===== src/rtl/apb_mon_pkg.sv =====
package apb_mon_pkg;

  typedef enum logic [1:0] {
    PH_IDLE  = 2'd0,
    PH_SETUP = 2'd1,
    PH_WAIT  = 2'd2,
    PH_DONE  = 2'd3
  } phase_e;

  localparam int unsigned N_FAULT   = 6;
  localparam int unsigned F_OVERLAP = 0;
  localparam int unsigned F_ORDER   = 1;
  localparam int unsigned F_ENTRY   = 2;
  localparam int unsigned F_HOLD    = 3;
  localparam int unsigned F_COST    = 4;
  localparam int unsigned F_CADENCE = 5;

  function automatic phase_e classify(input logic sel, input logic en, input logic rdy);
    if (!sel)     return PH_IDLE;
    else if (!en) return PH_SETUP;
    else if (!rdy) return PH_WAIT;
    else          return PH_DONE;
  endfunction

endpackage


===== src/rtl/apb_mon_phase.sv =====
module apb_mon_phase
  import apb_mon_pkg::*;
#(
  parameter int unsigned AW = 32,
  parameter int unsigned DW = 32
) (
  input  logic          clk_i,
  input  logic          rst_ni,
  input  phase_e        ph_i,
  input  logic [AW-1:0] addr_i,
  input  logic          write_i,
  input  logic [DW-1:0] wdata_i,
  output logic          overlap_o,
  output logic          order_o,
  output logic          entry_o,
  output logic          hold_o
);

  logic          prv_setup_q, prv_wait_q;
  logic [AW-1:0] cap_addr_q;
  logic          cap_write_q;
  logic [DW-1:0] cap_wdata_q;
  logic          cur_acc, entry_ok, ctl_moved;

  always_ff @(posedge clk_i or negedge rst_ni) begin
    if (!rst_ni) begin
      prv_setup_q <= 1'b0;
      prv_wait_q  <= 1'b0;
      cap_addr_q  <= '0;
      cap_write_q <= 1'b0;
      cap_wdata_q <= '0;
    end else begin
      prv_setup_q <= (ph_i == PH_SETUP);
      prv_wait_q  <= (ph_i == PH_WAIT);
      if (ph_i == PH_SETUP) begin
        cap_addr_q  <= addr_i;
        cap_write_q <= write_i;
        cap_wdata_q <= wdata_i;
      end
    end
  end

  always_comb begin
    cur_acc   = (ph_i == PH_WAIT) || (ph_i == PH_DONE);
    entry_ok  = prv_setup_q || prv_wait_q;
    ctl_moved = (addr_i != cap_addr_q) || (write_i != cap_write_q) ||
                (wdata_i != cap_wdata_q);
    overlap_o = prv_wait_q && (ph_i == PH_SETUP);
    order_o   = prv_setup_q && !cur_acc;
    entry_o   = cur_acc && !entry_ok;
    hold_o    = cur_acc && entry_ok && ctl_moved;
  end

endmodule


===== src/rtl/apb_mon_cost.sv =====
module apb_mon_cost
  import apb_mon_pkg::*;
#(
  parameter int unsigned WAIT_W = 8
) (
  input  logic              clk_i,
  input  logic              rst_ni,
  input  phase_e            ph_i,
  output logic              cost_o,
  output logic              vld_o,
  output logic [WAIT_W-1:0] waits_o
);

  localparam int unsigned          CYC_W    = WAIT_W + 1;
  localparam logic [WAIT_W-1:0]    WAIT_MAX = '1;

  logic [CYC_W-1:0]  cyc_q;
  logic [WAIT_W-1:0] wt_q;
  logic [CYC_W-1:0]  expect_cyc;

  always_ff @(posedge clk_i or negedge rst_ni) begin
    if (!rst_ni) begin
      cyc_q   <= '0;
      wt_q    <= '0;
      vld_o   <= 1'b0;
      waits_o <= '0;
    end else begin
      vld_o <= (ph_i == PH_DONE);
      if (ph_i == PH_DONE) waits_o <= wt_q;
      unique case (ph_i)
        PH_SETUP: begin
          cyc_q <= CYC_W'(1);
          wt_q  <= '0;
        end
        PH_WAIT: begin
          if (wt_q != WAIT_MAX) begin
            cyc_q <= cyc_q + 1'b1;
            wt_q  <= wt_q + 1'b1;
          end
        end
        default: begin
          cyc_q <= '0;
          wt_q  <= '0;
        end
      endcase
    end
  end

  // cycles so far exclude the completing cycle, so the rule 2 + w becomes 1 + w here
  always_comb begin
    expect_cyc = {1'b0, wt_q} + 1'b1;
    cost_o     = (ph_i == PH_DONE) && (cyc_q != expect_cyc);
  end

endmodule


===== src/rtl/apb_mon_window.sv =====
module apb_mon_window #(
  parameter int unsigned WIN_LEN = 64,
  parameter int unsigned CNT_W   = $clog2(WIN_LEN + 1)
) (
  input  logic             clk_i,
  input  logic             rst_ni,
  input  logic             cmpl_i,
  input  logic             wait_i,
  output logic             cadence_o,
  output logic             vld_o,
  output logic [CNT_W-1:0] cmpl_o,
  output logic [CNT_W-1:0] waits_o
);

  localparam int unsigned        WC_W    = (WIN_LEN > 1) ? $clog2(WIN_LEN) : 1;
  localparam logic [WC_W-1:0]    WC_LAST = WC_W'(WIN_LEN - 1);
  localparam logic [CNT_W:0]     LIMIT   = (CNT_W + 1)'(WIN_LEN);

  logic [WC_W-1:0]  wc_q;
  logic [CNT_W-1:0] cc_q, ws_q, cc_nx, ws_nx;
  logic             last;

  always_comb begin
    last      = (wc_q == WC_LAST);
    cc_nx     = cc_q + CNT_W'(cmpl_i);
    ws_nx     = ws_q + CNT_W'(wait_i);
    cadence_o = last && ({cc_nx, 1'b0} > LIMIT);
  end

  always_ff @(posedge clk_i or negedge rst_ni) begin
    if (!rst_ni) begin
      wc_q    <= '0;
      cc_q    <= '0;
      ws_q    <= '0;
      vld_o   <= 1'b0;
      cmpl_o  <= '0;
      waits_o <= '0;
    end else begin
      vld_o <= last;
      if (last) begin
        wc_q    <= '0;
        cc_q    <= '0;
        ws_q    <= '0;
        cmpl_o  <= cc_nx;
        waits_o <= ws_nx;
      end else begin
        wc_q <= wc_q + 1'b1;
        cc_q <= cc_nx;
        ws_q <= ws_nx;
      end
    end
  end

endmodule


===== src/rtl/apb_cadence_mon.sv =====
module apb_cadence_mon
  import apb_mon_pkg::*;
#(
  parameter int unsigned AW      = 32,
  parameter int unsigned DW      = 32,
  parameter int unsigned WAIT_W  = 8,
  parameter int unsigned WIN_LEN = 64,
  parameter int unsigned CNT_W   = $clog2(WIN_LEN + 1)
) (
  input  logic                clk_i,
  input  logic                rst_ni,
  input  logic                clr_i,
  input  logic                bus_sel_i,
  input  logic                bus_enable_i,
  input  logic                bus_ready_i,
  input  logic [AW-1:0]       bus_addr_i,
  input  logic                bus_write_i,
  input  logic [DW-1:0]       bus_wdata_i,
  output logic [N_FAULT-1:0]  err_o,
  output logic                xfer_vld_o,
  output logic [WAIT_W-1:0]   xfer_waits_o,
  output logic                win_vld_o,
  output logic [CNT_W-1:0]    win_cmpl_o,
  output logic [CNT_W-1:0]    win_waits_o
);

  phase_e             ph;
  logic [N_FAULT-1:0] hit;

  assign ph = classify(bus_sel_i, bus_enable_i, bus_ready_i);

  apb_mon_phase #(.AW(AW), .DW(DW)) u_phase (
    .clk_i     (clk_i),
    .rst_ni    (rst_ni),
    .ph_i      (ph),
    .addr_i    (bus_addr_i),
    .write_i   (bus_write_i),
    .wdata_i   (bus_wdata_i),
    .overlap_o (hit[F_OVERLAP]),
    .order_o   (hit[F_ORDER]),
    .entry_o   (hit[F_ENTRY]),
    .hold_o    (hit[F_HOLD])
  );

  apb_mon_cost #(.WAIT_W(WAIT_W)) u_cost (
    .clk_i   (clk_i),
    .rst_ni  (rst_ni),
    .ph_i    (ph),
    .cost_o  (hit[F_COST]),
    .vld_o   (xfer_vld_o),
    .waits_o (xfer_waits_o)
  );

  apb_mon_window #(.WIN_LEN(WIN_LEN), .CNT_W(CNT_W)) u_window (
    .clk_i     (clk_i),
    .rst_ni    (rst_ni),
    .cmpl_i    (ph == PH_DONE),
    .wait_i    (ph == PH_WAIT),
    .cadence_o (hit[F_CADENCE]),
    .vld_o     (win_vld_o),
    .cmpl_o    (win_cmpl_o),
    .waits_o   (win_waits_o)
  );

  // sticky fault flags: a set in the same cycle as a clear wins
  for (genvar g = 0; g < N_FAULT; g++) begin : g_sticky
    always_ff @(posedge clk_i or negedge rst_ni) begin
      if (!rst_ni) err_o[g] <= 1'b0;
      else         err_o[g] <= (err_o[g] && !clr_i) || hit[g];
    end
  end

endmodule


===== config.mk =====
export PLATFORM = sky130hd
export DESIGN_NAME = apb_cadence_mon
export DESIGN_NICKNAME = d
export VERILOG_FILES = /design/src/rtl/apb_mon_pkg.sv /design/src/rtl/apb_mon_phase.sv /design/src/rtl/apb_mon_cost.sv /design/src/rtl/apb_mon_window.sv /design/src/rtl/apb_cadence_mon.sv
export SDC_FILE = /design/constraint.sdc
export NUM_CORES = 1
export LEC_CHECK = 0
export BUFFER_PORTS_ARGS = -buffer_cell sky130_fd_sc_hd__buf_4
export CELL_PAD_IN_SITES_DETAIL_PLACEMENT = 0
export CELL_PAD_IN_SITES_GLOBAL_PLACEMENT = 1
export CORE_ASPECT_RATIO = 0.7
export CORE_MARGIN = 5
export CORE_UTILIZATION = 30
export CTS_CLUSTER_DIAMETER = 40
export CTS_CLUSTER_SIZE = 25
export DETAILED_ROUTE_END_ITERATION = 6
export GPL_TIMING_DRIVEN = 0
export MAX_ROUTING_LAYER = met4
export PLACE_DENSITY_LB_ADDON = 0.1
export SLEW_MARGIN = 20
export SYNTH_ARGS = -nofsm -noshare
export SYNTH_HDL_FRONTEND = slang
export SYNTH_SLANG_ARGS = --single-unit

===== constraint.sdc =====
create_clock -name clk_i -period 2 [get_ports clk_i]
set_input_delay 0.4 -clock clk_i [delete_from_list [all_inputs] [get_ports clk_i]]
set_output_delay 0.4 -clock clk_i [all_outputs]
set_load 0.01 [all_outputs]

==> results.json <==
{
  "status": "completed",
  "critPathKind": "reg2reg",
  "grt_max_degree": 72,
  "min_path_cells": 2,
  "place_ws_ns": -0.6886,
  "hold_violations": 0,
  "portBuffers": 100,
  "crit_cells": 6,
  "relSlewSlack_pct": 50.42,
  "die_area_mm2": 0.02387,
  "final_nets": 703,
  "core_mm2": 0.02059,
  "worstPathArrival_ns": 2.20,
  "grt_first_pass_wirelength_um": 23290,
  "avgRoutedWirePerCell_um": 15.82,
  "dr.pass1.iters": 4,
  "root_buffer": "clkbuf_16",
  "cts_tree": "built",
  "yosys_register_bits": 134,
  "power_leakage_nw": 3.561,
  "gp_congestion": 0.7941,
  "synth_ff_type": "dfrtp_1",
  "wl_um": 14460,
  "cts_buffers": 17,
  "num_rows": 44,
  "synthTopCellsByArea": "dfrtp_1 54%, mux2_2 14%, xor2_1 11%",
  "fmax_mhz": 525.6,
  "syn_nets": 583,
  "drc_errors": 0,
  "fp.dieW_um": 182.5,
  "setup_viol": 0,
  "ir_worst_vdd_uv": 416.7,
  "cp-end-kind": "flop",
  "cp_cell_sequence": "ha_2, nand3_1, o21ai_0, and4_2, o2111ai_1, o32a_1",
  "dp_hpwl_um": 10340,
  "gr-total-overflow": 0,
  "setup_slack_ns": 0.09735,
  "synth_top_cells_by_count": "134 x dfrtp_1, 80 x xor2_1, 78 x mux2_2",
  "finalClockSkew_ns": 0.008187,
  "grt_usage_pct": 13.05,
  "antenna_found_initial": 0,
  "final_util_pct": 38.89,
  "drv_slew": 0,
  "hold_class": "in2reg",
  "slowest_delay_ns": 0.43,
  "area_delta_synth_final_pct": 28.13,
  "required_ns": 2.30,
  "diodes": 0,
  "final_antenna_net_count": 0,
  "syn_avg_cell_area_um2": 12.38,
  "synth_edf_count": 0,
  "clkTransAtPathRegs_ns": 0.06,
  "layout_min_cycle_time_ns": 1.903,
  "reg2regPathDepth": 6,
  "start_util_pct": 30.35,
  "cts_max_level": 4,
  "yosys.area.top_type": "dfrtp_1",
  "synth_area_mm2": 0.006250,
  "yosys_warnings": 0,
  "insertion_delay_ns": 0.42,
  "syn_inst": 505,
  "fin_cells": 914,
  "period_share_pct": 95.13,
  "rsz0062_at_grt": "yes",
  "setup_tns_ns": 0,
  "yosysMostFrequentCell": "dfrtp_1",
  "cts_sinks": 134,
  "drive_above_1_share_pct": 38.71,
  "numPlacedInstances": 882,
  "worst_pin_slew_ns": 0.7369,
  "async_reset_ff_share_pct": 100.0,
  "synth_top_area_share_pct": 53.65,
  "cpLargestDelayFamily": "compound AO/OA/AOI/OAI gates",
  "via_count": 4053,
  "path_buf_inv": 0,
  "synth.distinct_cells": 50,
  "cp_max_fo": 6,
  "cp-start-kind": "flop",
  "drv_cap": 0,
  "cts_max_path_buffers": 2,
  "slowest_stage": "dfrtp_2",
  "die_h_um": 130.8,
  "io_pins": 101,
  "power.density_mw_per_mm2": 899.5,
  "power_mw": 7.203,
  "ys_seq_area_share_pct": 53.65,
  "drt_iter0_markers": 188,
  "grt_pass1_vias": 4365,
  "vias_per_cell": 4.434
}
[flip-flops by register name, summed over array words and instances (netlist names), 6 cells and up]
| register | flops |
|---|---|
| u_phase.cap_wdata_q | 32 |
| u_window.wc_q | 6 |
| u_cost.waits_o | 8 |
| u_phase.cap_addr_q | 32 |
| u_cost.cyc_q | 9 |
| u_cost.wt_q | 8 |
| u_window.ws_q | 7 |
| err_o | 6 |
| u_window.cmpl_o | 7 |
| u_window.cc_q | 7 |
| u_window.waits_o | 7 |
[layer usage]
metal	global-route usage, %	up-vias	part of all wire, %
li1	-	1989	-
met1	18.37	1981	53
met2	18.45	68	43
met3	3.293	15	3.3
met4	4.235	0	1.2
met5	-	-	0
[report_power, final]
group	switching, mW	total [mW]	leakage [nW]	internal (mW)
Clock	1.27	3.05	0.261	1.79
Sequential	0.207	3.22	1.63	3.01
Combinational	0.421	0.931	1.67	0.510
Total	1.89	7.20	3.56	5.31
[logic make-up (layout without fill, tap and decap cells)]
logic type,count (synthesis),in the layout,share of synthesized area (%)
AND/OR/NAND/NOR,120,120,10.53
buffers and inverters,27,160,2.162
flip-flops,134,134,53.65
adder cells (fa/ha/maj),7,7,1.401
multiplexers,80,80,14.37
XOR/XNOR,99,99,14.09
AO/OA/AOI/OAI,38,38,3.784
[cell usage in the layout, fill, tap and decap left out, drive strengths merged, types with 2 or more instances in the layout]
cell,count
a21oi,18
a31oi,2
and2,5
and2b,2
and3,7
and4,2
buf,116
clkbuf,22
clkinv,2
clkinvlp,7
dfrtp,134
ha,7
inv,11
mux2,78
mux2i,2
nand2,10
nand3,17
nand4,10
nor2,39
nor2b,5
nor3,2
nor4,14
o21ai,7
or3,2
xnor2,18
xor2,80
[stage by stage]
| step | hold slack [ns] | area, µm² |
|---|---|---|
| 2_1_floorplan | 0.1044 | 6255 |
| 5_1_grt | 0.2069 | 8008 |
| 6_report | 0.2284 | 8008 |
| 4_1_cts | 0.2067 | 7988 |
| 3_3_place_gp | 0.4623 | 7351 |
| 3_5_place_dp | 0.3783 | 7386 |
[worst paths after layout]
kind,startpoint,end,slack (ns)
max,u_cost.wt_q[0],err_o[4],0.1
min,bus_wdata_i[12],u_phase.cap_wdata_q[12],0.23
max reg2reg,u_cost.wt_q[0],err_o[4],0.1
min reg2reg,u_window.wc_q[5],u_window.wc_q[5],0.49
max in group asynchronous,rst_ni,u_cost.wt_q[1],0.74
min in group asynchronous,rst_ni,u_phase.cap_wdata_q[21],0.51
[cell type report]
type / instances / area (µm²)
Fill cell: 2018 / 12580
Sequential cell: 134 / 3356
Multi-Input combinational cell: 344 / 2800
Timing Repair Buffer: 102 / 795.8
Clock buffer: 19 / 452.9
Tap cell: 276 / 345.3
Clock inverter: 13 / 122.6
Buffer: 18 / 105.1
Inverter: 8 / 30.03
[worst reg2reg max path, stage by stage (launching register included)]
cell and delay, ns:
dfrtp_2 0.43, ha_2 0.25, nand3_1 0.21, o21ai_0 0.23, and4_2 0.23, o2111ai_1 0.10, o32a_1 0.34
[repair_timing]
| item | 4_1_cts | 5_1_grt |
|---|---|---|
| endpoints found under the hold margin | 63 | 0 |
| hold buffers | 1 | 0 |
| cloned | 0 | 0 |
| endpoints found under the setup margin | 3 | 6 |
| buffers inserted | 0 | 0 |
| resized for setup | 4 | 7 |
No activity file was read; power rests on OpenSTA's default activity.
